$ cat src/rtl/dual_bank_intc_pkg.sv
package dual_bank_intc_pkg;
  localparam int NBANK = 2;

  typedef enum logic [3:0] {
    RK_NONE, RK_IRQP, RK_FIQP, RK_RAW, RK_EN, RK_SEL, RK_IDLE, RK_HIGH, RK_PRIO
  } reg_kind_e;

  typedef struct packed {
    reg_kind_e kind;
    logic      bank;
  } reg_ref_t;

  // Coprocessor index map; the order is fixed by the software view.
  function automatic reg_ref_t decode_cp(input logic [3:0] idx);
    reg_ref_t r;
    r.bank = (idx >= 4'd6);
    case (idx)
      4'd0, 4'd6:  r.kind = RK_IRQP;
      4'd1, 4'd7:  r.kind = RK_EN;
      4'd2, 4'd8:  r.kind = RK_SEL;
      4'd3, 4'd9:  r.kind = RK_FIQP;
      4'd4, 4'd10: r.kind = RK_PRIO;
      4'd5:        r.kind = RK_HIGH;
      default:     r.kind = RK_NONE;
    endcase
    return r;
  endfunction
endpackage

$ cat src/rtl/intc_first_set.sv
module intc_first_set #(
  parameter int W  = 64,
  parameter int IW = $clog2(W)
) (
  input  logic [W-1:0]  vec_i,
  output logic          found_o,
  output logic [IW-1:0] idx_o
);
  always_comb begin
    found_o = 1'b0;
    idx_o   = '0;
    for (int i = W - 1; i >= 0; i--) begin
      if (vec_i[i]) begin
        found_o = 1'b1;
        idx_o   = IW'(i);
      end
    end
  end
endmodule

$ cat src/rtl/intc_bank.sv
module intc_bank #(
  parameter int W = 32
) (
  input  logic         clk,
  input  logic         rst,
  input  logic [W-1:0] src_i,
  input  logic         en_we,
  input  logic         sel_we,
  input  logic         idle_we,
  input  logic [W-1:0] wdata,
  output logic [W-1:0] pend_o,
  output logic [W-1:0] en_o,
  output logic [W-1:0] sel_o,
  output logic [W-1:0] idle_o
);
  always_ff @(posedge clk) begin
    if (rst) begin
      pend_o <= '0;
      en_o   <= '0;
      sel_o  <= '0;
      idle_o <= '0;
    end else begin
      pend_o <= src_i;
      if (en_we)   en_o   <= wdata;
      if (sel_we)  sel_o  <= wdata;
      if (idle_we) idle_o <= wdata;
    end
  end

  // registers come out of reset empty
  p_reset_clear_r11: assert property (@(posedge clk) disable iff (rst)
    $past(rst) |-> (pend_o == '0 && en_o == '0 && sel_o == '0 && idle_o == '0));

  // an enable write is visible on the following cycle
  p_en_write_r1: assert property (@(posedge clk) disable iff (rst)
    en_we |=> (en_o == $past(wdata)));
endmodule

$ cat src/rtl/dual_bank_intc.sv
module dual_bank_intc
  import dual_bank_intc_pkg::*;
#(
  parameter int BANK_W = 32,
  parameter int ADDR_W = 8
) (
  input  logic                    clk,
  input  logic                    rst,
  input  logic [NBANK*BANK_W-1:0] src_i,
  input  logic                    core_halted_i,
  input  logic                    bus_sel_i,
  input  logic                    bus_we_i,
  input  logic [ADDR_W-1:0]       bus_addr_i,
  input  logic [BANK_W-1:0]       bus_wdata_i,
  output logic [BANK_W-1:0]       bus_rdata_o,
  input  logic                    cp_valid_i,
  input  logic                    cp_we_i,
  input  logic [3:0]              cp_idx_i,
  input  logic [BANK_W-1:0]       cp_wdata_i,
  output logic [BANK_W-1:0]       cp_rdata_o,
  output logic                    fiq_o,
  output logic                    irq_o,
  output logic                    wake_o
);
  localparam int NSRC  = NBANK * BANK_W;
  localparam int IDX_W = $clog2(NSRC);
  localparam int HALF  = BANK_W / 2;
  localparam int WORD_W = ADDR_W - 2;

  logic [BANK_W-1:0] pend [NBANK];
  logic [BANK_W-1:0] en   [NBANK];
  logic [BANK_W-1:0] sel  [NBANK];
  logic [BANK_W-1:0] idle [NBANK];
  logic [NSRC-1:0]   pend_flat, en_flat, sel_flat, idle_flat, act_flat;

  reg_ref_t          mmio_ref, cp_ref, wr_ref;
  logic              wr_go;
  logic [BANK_W-1:0] wr_data;

  function automatic reg_ref_t decode_mmio(input logic [WORD_W-1:0] word);
    reg_ref_t r;
    r.bank = word[0];
    r.kind = RK_NONE;
    if (word == WORD_W'(12)) r.kind = RK_HIGH;
    else if (word < WORD_W'(12)) begin
      case (word[3:1])
        3'd0: r.kind = RK_IRQP;
        3'd1: r.kind = RK_FIQP;
        3'd2: r.kind = RK_RAW;
        3'd3: r.kind = RK_EN;
        3'd4: r.kind = RK_SEL;
        default: r.kind = RK_IDLE;
      endcase
    end
    return r;
  endfunction

  always_comb begin
    mmio_ref = decode_mmio(bus_addr_i[ADDR_W-1:2]);
    cp_ref   = decode_cp(cp_idx_i);
    // Memory port wins when both paths write in the same cycle.
    if (bus_sel_i && bus_we_i) begin
      wr_go = 1'b1; wr_ref = mmio_ref; wr_data = bus_wdata_i;
    end else begin
      wr_go = cp_valid_i && cp_we_i; wr_ref = cp_ref; wr_data = cp_wdata_i;
    end
  end

  for (genvar b = 0; b < NBANK; b++) begin : g_bank
    intc_bank #(.W(BANK_W)) u_bank (
      .clk     (clk),
      .rst     (rst),
      .src_i   (src_i[b*BANK_W +: BANK_W]),
      .en_we   (wr_go && wr_ref.kind == RK_EN   && wr_ref.bank == 1'(b)),
      .sel_we  (wr_go && wr_ref.kind == RK_SEL  && wr_ref.bank == 1'(b)),
      .idle_we (wr_go && wr_ref.kind == RK_IDLE && wr_ref.bank == 1'(b)),
      .wdata   (wr_data),
      .pend_o  (pend[b]),
      .en_o    (en[b]),
      .sel_o   (sel[b]),
      .idle_o  (idle[b])
    );
    assign pend_flat[b*BANK_W +: BANK_W] = pend[b];
    assign en_flat[b*BANK_W +: BANK_W]   = en[b];
    assign sel_flat[b*BANK_W +: BANK_W]  = sel[b];
    assign idle_flat[b*BANK_W +: BANK_W] = idle[b];
  end

  assign act_flat = pend_flat & en_flat;

  logic             fiq_found, irq_found;
  logic [IDX_W-1:0] fiq_idx, irq_idx;

  intc_first_set #(.W(NSRC), .IW(IDX_W)) u_first_fiq (
    .vec_i (act_flat & sel_flat), .found_o (fiq_found), .idx_o (fiq_idx));
  intc_first_set #(.W(NSRC), .IW(IDX_W)) u_first_irq (
    .vec_i (act_flat & ~sel_flat), .found_o (irq_found), .idx_o (irq_idx));

  logic [BANK_W-1:0] high_word;
  always_comb begin
    high_word = '0;
    high_word[BANK_W-1]            = fiq_found;
    high_word[HALF +: IDX_W]       = fiq_idx;
    high_word[HALF-1]              = irq_found;
    high_word[IDX_W-1:0]           = irq_idx;
  end

  function automatic logic [BANK_W-1:0] pick(input reg_ref_t r);
    logic [BANK_W-1:0] a;
    a = pend[r.bank] & en[r.bank];
    case (r.kind)
      RK_IRQP: return a & ~sel[r.bank];
      RK_FIQP: return a & sel[r.bank];
      RK_RAW:  return pend[r.bank];
      RK_EN:   return en[r.bank];
      RK_SEL:  return sel[r.bank];
      RK_IDLE: return idle[r.bank];
      RK_HIGH: return high_word;
      default: return '0;
    endcase
  endfunction

  always_ff @(posedge clk) begin
    if (rst) begin
      fiq_o       <= 1'b0;
      irq_o       <= 1'b0;
      wake_o      <= 1'b0;
      bus_rdata_o <= '0;
      cp_rdata_o  <= '0;
    end else begin
      fiq_o       <= |(act_flat & sel_flat);
      irq_o       <= |(act_flat & ~sel_flat);
      wake_o      <= core_halted_i && (|(pend_flat & (en_flat | idle_flat)));
      bus_rdata_o <= (bus_sel_i && !bus_we_i) ? pick(mmio_ref) : '0;
      cp_rdata_o  <= (cp_valid_i && !cp_we_i) ? pick(cp_ref) : '0;
    end
  end

  // nothing enabled keeps both request lines low
  p_masked_quiet_r2: assert property (@(posedge clk) disable iff (rst)
    (en_flat == '0) |=> (!fiq_o && !irq_o));

  // the fast line needs at least one steering bit set
  p_fiq_needs_steer_r3: assert property (@(posedge clk) disable iff (rst)
    fiq_o |-> ($past(sel_flat) != '0));

  // a running core never sees a wake request
  p_awake_no_wake_r5: assert property (@(posedge clk) disable iff (rst)
    !core_halted_i |=> !wake_o);

  // out-of-range coprocessor writes leave storage untouched
  p_cp_bad_idx_r9: assert property (@(posedge clk) disable iff (rst)
    (cp_valid_i && cp_we_i && cp_idx_i > 4'd10 && !(bus_sel_i && bus_we_i))
      |=> ($stable(en_flat) && $stable(sel_flat) && $stable(idle_flat)));
endmodule

$ cat config.mk
export PLATFORM = sky130hd
export DESIGN_NAME = dual_bank_intc
export DESIGN_NICKNAME = d
export VERILOG_FILES = /design/src/rtl/dual_bank_intc_pkg.sv /design/src/rtl/intc_first_set.sv /design/src/rtl/intc_bank.sv /design/src/rtl/dual_bank_intc.sv
export SDC_FILE = /design/constraint.sdc
export NUM_CORES = 1
export LEC_CHECK = 0
export BUFFER_PORTS_ARGS = -buffer_cell sky130_fd_sc_hd__buf_4
export CORE_AREA = 2 2 260 262
export DETAILED_ROUTE_END_ITERATION = 10
export DIE_AREA = 0 0 262 264
export PLACE_DENSITY = 0.52
export SYNTH_ARGS = -nofsm -noshare
export SYNTH_HDL_FRONTEND = slang
export SYNTH_SLANG_ARGS = --single-unit
$ cat constraint.sdc
create_clock -name clk -period 2.3 [get_ports clk]
set_input_delay 0.46 -clock clk [delete_from_list [all_inputs] [get_ports clk]]
set_output_delay 0.46 -clock clk [all_outputs]
set_load 0.02 [all_outputs]
==> results of run 1 <==
-- critical path: stages (launching register included) --
cell and delay (ps):
dfxtp_2 320, and3b_2 240, or4_4 540, buf_6 140, nor4b_4 270, nand3_2 180
or3b_1 380, a31oi_1 170, o32ai_1 90
-- flip-flops by register name, summed over array words and instances (netlist names) --
signal / flops
wake_o: 1
g_bank.u_bank.en_o: 64
g_bank.u_bank.sel_o: 64
g_bank.u_bank.pend_o: 64
fiq_o: 1
irq_o: 1
cp_rdata_o: 32
bus_rdata_o: 32
g_bank.u_bank.idle_o: 64
-- where the power goes --
group          internal [uW]  total, uW  leakage, uW  switching, uW
clock network           4390       7170     0.000716           2790
logic                   1330       2980      0.00915           1650
registers               5740       5920      0.00264            180
total                  11500      16100       0.0125           4620
-- how the worst min path moves through the flow --
stage	slack, ps	cells after the start	endpoint	from
4_1_cts	60	2	g_bank[0].u_bank.pend_o[29]	src_i[29]
3_3_place_gp	500	2	g_bank[1].u_bank.sel_o[29]	g_bank[1].u_bank.sel_o[29]
6_report	80	2	g_bank[1].u_bank.pend_o[10]	src_i[42]
2_1_floorplan	500	2	g_bank[0].u_bank.idle_o[17]	g_bank[0].u_bank.idle_o[17]
3_5_place_dp	510	2	g_bank[1].u_bank.sel_o[29]	g_bank[1].u_bank.sel_o[29]
5_1_grt	70	2	g_bank[0].u_bank.pend_o[11]	src_i[11]
-- Yosys cell counts (all sizes together), types with 24 or more instances --
cell type / instances / area share
buf: 82 / 0.021
a211oi: 212 / 0.081
nand2: 272 / 0.052
nand4: 38 / 0.012
nand3: 101 / 0.026
nand3b: 36 / 0.014
a31oi: 34 / 0.011
nor2: 304 / 0.058
nor2b: 72 / 0.023
mux2: 71 / 0.041
o22ai: 25 / 0.0079
o21ai: 103 / 0.026
a21oi: 104 / 0.026
nor3: 50 / 0.013
clkbuf: 92 / 0.018
o32a: 24 / 0.012
dfxtp: 323 / 0.33
mux2i: 205 / 0.10
-- cell families after synthesis --
family	synth area share
AND/OR/NAND/NOR	0.249
adder cells (fa/ha/maj)	0.00254
buffers and inverters	0.0405
flip-flops	0.328
AO/OA/AOI/OAI	0.235
multiplexers	0.145
-- per-stage QoR --
step	utilization	setup TNS, ps	setup WS (ps)
2_1_floorplan	-	-164	-12.6
3_3_place_gp	0.407	-73750	-899
3_5_place_dp	0.407	-82000	-786
4_1_cts	0.438	-843	-205
5_1_grt	0.444	-1610	-283
6_report	0.444	-850	-176
-- what timing repair did --
item | 4_1_cts | 5_1_grt
pin swaps | 32 | 28
endpoints found under the setup margin | 28 | 89
gates resized for setup | 119 | 91
cloned | 0 | 0
buffers inserted | 18 | 8
-- area by class of cell --
| class | count | share of cell area |
|---|---|---|
| clock buffers | 56 | 0.0397 |
| clock inverters | 18 | 0.0104 |
| well taps | 873 | 0.0370 |
| inverters | 12 | 0.00152 |
| flip-flops and latches | 323 | 0.221 |
| multi-input cells | 1951 | 0.447 |
| repair buffers | 889 | 0.243 |
-- metal layers --
| metal | up-vias | track usage | routed length (um) | share of wire |
|---|---|---|---|---|
| met5 | - | 0 | 0 | 0 |
| met4 | 0 | 0.150 | 6100 | 0.056 |
| met3 | 274 | 0.0463 | 8700 | 0.079 |
| met2 | 1264 | 0.488 | 48900 | 0.45 |
| met1 | 11500 | 0.412 | 46100 | 0.42 |
| li1 | 10800 | - | - | - |
==> impl_metrics.yaml, run 1 <==
detailed_routing:
  routedWlPerCell_um: 26.6
  dr.pass1.iters: 5
  routed-via-count: 23800
  ant_nets: 0
  initialDrtViolationCount: 2514
  wirelength_um: 110000
  drc_errors: 0
  vias_per_cell: 5.78
clock_network:
  cts.sinks: 323
  clock_path_buffers: 3
  cts_root_buffer: "clkbuf_16"
  clk_pin_slew_ps: 60
  cts_max_level: 2
  cts_buffers: 41
  ctsHoldBuffers: 0
  clock_latency_ps: 590
  tritoncts: "done"
timing:
  rsz0062_at_grt: "true"
  fmax_ghz: 0.404
  min_period_over_period: 1.08
  clock_skew_ps: 19.6
  slew_headroom: 0.391
  finalHoldViolCount: 0
  hold_slack_ps: 81.6
  finalSetupViolCount: 9
  final_max_slew_viol_count: 0
  worst_slew_pin_slew_ps: 914
  period_needed_ps: 2480
  setup_ws_ps: -176
final_layout:
  final_cell_mix: "buf_4 (841), nor2_1 (295), dfxtp_1 (277), nand2_1 (265), a211oi_1 (205)"
  layout-drive-gt1-share: 0.376
  antenna_cells: 0
  final_area_mm2: 0.0295
  multiInputGateArea_mm2: 0.0132
  ff_latch_area_mm2: 0.00654
  fill_cells: 6663
  nets: 3369
  area.growth.synth_to_final_pct: 49.9
  stdcell_count: 4122
  mostFrequentLayoutCell: "buf_4"
placement:
  routabilityCongestion: 1.04
  io_buffers: 211
  dp.cells: 4027
  dpl.hpwl_um: 85800
  placed_cell_area_mm2: 0.0271
floorplanning:
  ioPinCount: 214
  die_h_um: 264
  rows: 95
  die_w_um: 262
  dieArea_mm2: 0.0692
  core-area_mm2: 0.0666
  initial_core_util: 0.296
critical_path:
  cp.required_ps: 2760
  startpoint: "g_bank[0].u_bank.sel_o[22]"
  r2r-end: "cp_rdata_o[15]"
  worstRegToRegCells: 8
  cp_max_fo: 3
  crit_type: "reg2reg"
  cp.arrival_ps: 2940
  crit_end: "cp_rdata_o[15]"
  r2r_start: "g_bank[0].u_bank.sel_o[22]"
  r2r_slack_ps: -180
  start_kind: "flop"
  endpoint_kind: "flop"
yosys:
  synth_cell_types: 80
  synth_fp_nets: 2611
  async_flop_share: 0
  synth_edf_count: 0
  synth_area_mm2: 0.0197
  synth_cells: 2460
  synth.avg_cell_area_um2: 8.01
  synth-seq-area-share: 0.328
  ys_warn_count: 0
  ys.flop_type: "dfxtp_1"
  synth_seq_cells: 323
global_route:
  grt_overflow: 0
  grt_max_degree: 163
  antenna_found_initial: 7
  grt_pass1_vias: 23100
  grt_usage: 0.310
  grt_pass1_wl_um: 158000
power_and_ir_drop:
  leakagePower_uw: 0.0125
  p_per_area_mw_per_mm2: 544
  power_uw: 16100
  ir_drop_v: 0.000473
worst_hold_path:
  holdCritPathClass: "in2reg"
job:
  maxCapViolCount: 0
status:
  status: "finished, violations left"
  violations: "negative setup slack"
(Power assumes the default switching activity.)
==> run 2: changes to the inputs <==
CELL_PAD_IN_SITES_DETAIL_PLACEMENT = 1   (was not set)
CELL_PAD_IN_SITES_GLOBAL_PLACEMENT = 1   (was not set)
CORE_AREA = 2 2 265 267   (was 2 2 260 262)
DIE_AREA = 0 0 267 269   (was 0 0 262 264)
PLACE_DENSITY = 0.63   (was 0.52)
SYNTH_HIERARCHICAL = 1   (was not set)
==> impl_metrics.yaml, run 2 <==
power_and_ir_drop:
  p_per_area_mw_per_mm2: 500
  ir_drop_v: 0.000555
  leakagePower_uw: 0.0132
timing:
  slew_headroom: 0.526
  clock_skew_ps: 17.2
  finalHoldViolCount: 0
  fin_setup_tns_ps: -837
  setup_ws_ps: -166
  rsz0062_at_grt: "true"
  min_period_over_period: 1.07
  worst_slew_pin_slew_ps: 710
  fmax_ghz: 0.406
  finalSetupViolCount: 15
  period_needed_ps: 2470
  final_max_slew_viol_count: 0
yosys:
  yosys-top-cells-count: "nor2_1 (435), mux2i_1 (375), dfxtp_1 (323)"
  ys.flop_type: "dfxtp_1"
  synth_area_mm2: 0.0205
  synth_top_area_frac: 0.316
  async_flop_share: 0
  synth_fp_nets: 2606
  synth_most_common_cell: "nor2_1"
  synth-seq-area-share: 0.316
  synth_top_cell_by_area: "dfxtp_1"
  synth_seq_cells: 323
  synthTopCellsByArea: "dfxtp_1 (32%), mux2i_1 (18%), nor2_1 (8.0%)"
  synth_edf_count: 0
  synth.avg_cell_area_um2: 8.33
  ys_warn_count: 6
  synth_cell_types: 73
  synth_cells: 2455
clock_network:
  cts_max_level: 2
  ctsHoldBuffers: 0
  clock_latency_ps: 590
  clk_pin_slew_ps: 60
  cts_buffers: 42
  cts_root_buffer: "clkbuf_16"
  cts.sinks: 323
  clock_path_buffers: 3
  tritoncts: "done"
status:
  violations: "negative setup slack"
  status: "finished, violations left"
detailed_routing:
  wirelength_um: 122000
  initialDrtViolationCount: 2059
  drc_errors: 0
  routedWlPerCell_um: 29.0
  vias_per_cell: 5.71
  ant_nets: 0
  routed-via-count: 24000
  dr.pass1.iters: 8
critical_path:
  cp_max_fo: 3
  start_kind: "flop"
  crit_type: "reg2reg"
  cp.required_ps: 2750
  cp.arrival_ps: 2920
  endpoint_kind: "flop"
floorplanning:
  die_w_um: 267
  dieArea_mm2: 0.0718
  initial_core_util: 0.295
  die_h_um: 269
  core-area_mm2: 0.0693
  rows: 97
  ioPinCount: 214
final_layout:
  mostFrequentLayoutCell: "buf_4"
  finish.utilization: 0.445
  final_cell_mix: "buf_4 (815), mux2i_1 (375), nor2_1 (367), dfxtp_1 (273), nand2_1 (130)"
  fill_cells: 8104
  layout-drive-gt1-share: 0.406
  area.growth.synth_to_final_pct: 50.8
  ff_latch_area_mm2: 0.00655
  nets: 3388
  multiInputGateArea_mm2: 0.0140
  final_area_mm2: 0.0308
global_route:
  grt_usage: 0.331
  grt_pass1_vias: 25100
  grt_max_degree: 80
  antenna_found_initial: 4
  grt_pass1_wl_um: 173000
  grt_overflow: 0
placement:
  routabilityCongestion: 1.06
  io_buffers: 211
  dpl.hpwl_um: 92700
  pre_cts_ws_ps: -476
  placed_cell_area_mm2: 0.0278
worst_hold_path:
  holdCritPathClass: "in2reg"
job:
  maxCapViolCount: 0
-- run 2: final cells by class --
type,instances,share of cell area
clock inverters,21,0.00933
clock buffers,56,0.0398
inverters,27,0.00329
well taps,940,0.0381
repair buffers,893,0.242
multi-input cells,1950,0.455
diodes,1,0.0000812
flip-flops and latches,323,0.213
-- run 2: worst max-delay path, cell delays in order, from the launching register on --
cell and delay (ps):
dfxtp_2 340, buf_6 120, buf_4 130, buf_4 130, a22oi_1 390, nand4_1 170
or4_4 590, nor4_4 230, buf_4 190, nor3b_2 50
-- run 2: kinds of logic after synthesis --
group / after synthesis / share of synthesized area
mux: 453 / 0.229
simple gates: 1025 / 0.241
compound gates: 443 / 0.143
flops: 323 / 0.316
xor+xnor: 25 / 0.0107
buf+inv: 182 / 0.0578
fa+ha+maj: 4 / 0.00245
-- run 2: stage by stage --
step           hold WS [ps]  total power, uW  std cells
6_report               78.1            15400       4211
5_1_grt                89.5            15800       4211
4_1_cts                59.5            15400       4196
3_5_place_dp            539             8030       4106
3_3_place_gp            532             7960       4106
2_1_floorplan           499             6840       2455
-- run 2: layer usage --
metal	routed length (um)	share of wire	vias to the layer above	global-route usage
met5	21	0.00017	-	0
met4	7370	0.060	4	0.182
met3	8170	0.067	366	0.0538
met2	55900	0.46	991	0.543
met1	50500	0.41	12100	0.413
li1	-	-	10600	-
-- run 2: timing repair --
| item | 4_1_cts | 5_1_grt |
|---|---|---|
| pin swaps | 50 | 81 |
| gates cloned | 0 | 0 |
| endpoints found under the setup margin | 30 | 28 |
| gates resized for setup | 208 | 158 |
| setup buffers | 16 | 20 |
-- run 2: path summary, 6_finish.rpt --
kind,from,end,slack [ps],cells past startpoint
worst min-delay path,src_i[10],g_bank[0].u_bank/pend_o[10],80,2
worst min register to register,g_bank[1].u_bank/idle_o[12],g_bank[1].u_bank/idle_o[12],550,2
worst max register to register,g_bank[1].u_bank/pend_o[31],wake_o,-170,9
worst max-delay path,g_bank[1].u_bank/pend_o[31],wake_o,-170,9
-- run 2: report_power, final --
group / switching [uW] / internal, uW / total [uW]
Combinational: 1240 / 991 / 2230
Sequential: 126 / 5690 / 5810
Clock: 2850 / 4530 / 7380
Total: 4210 / 11200 / 15400
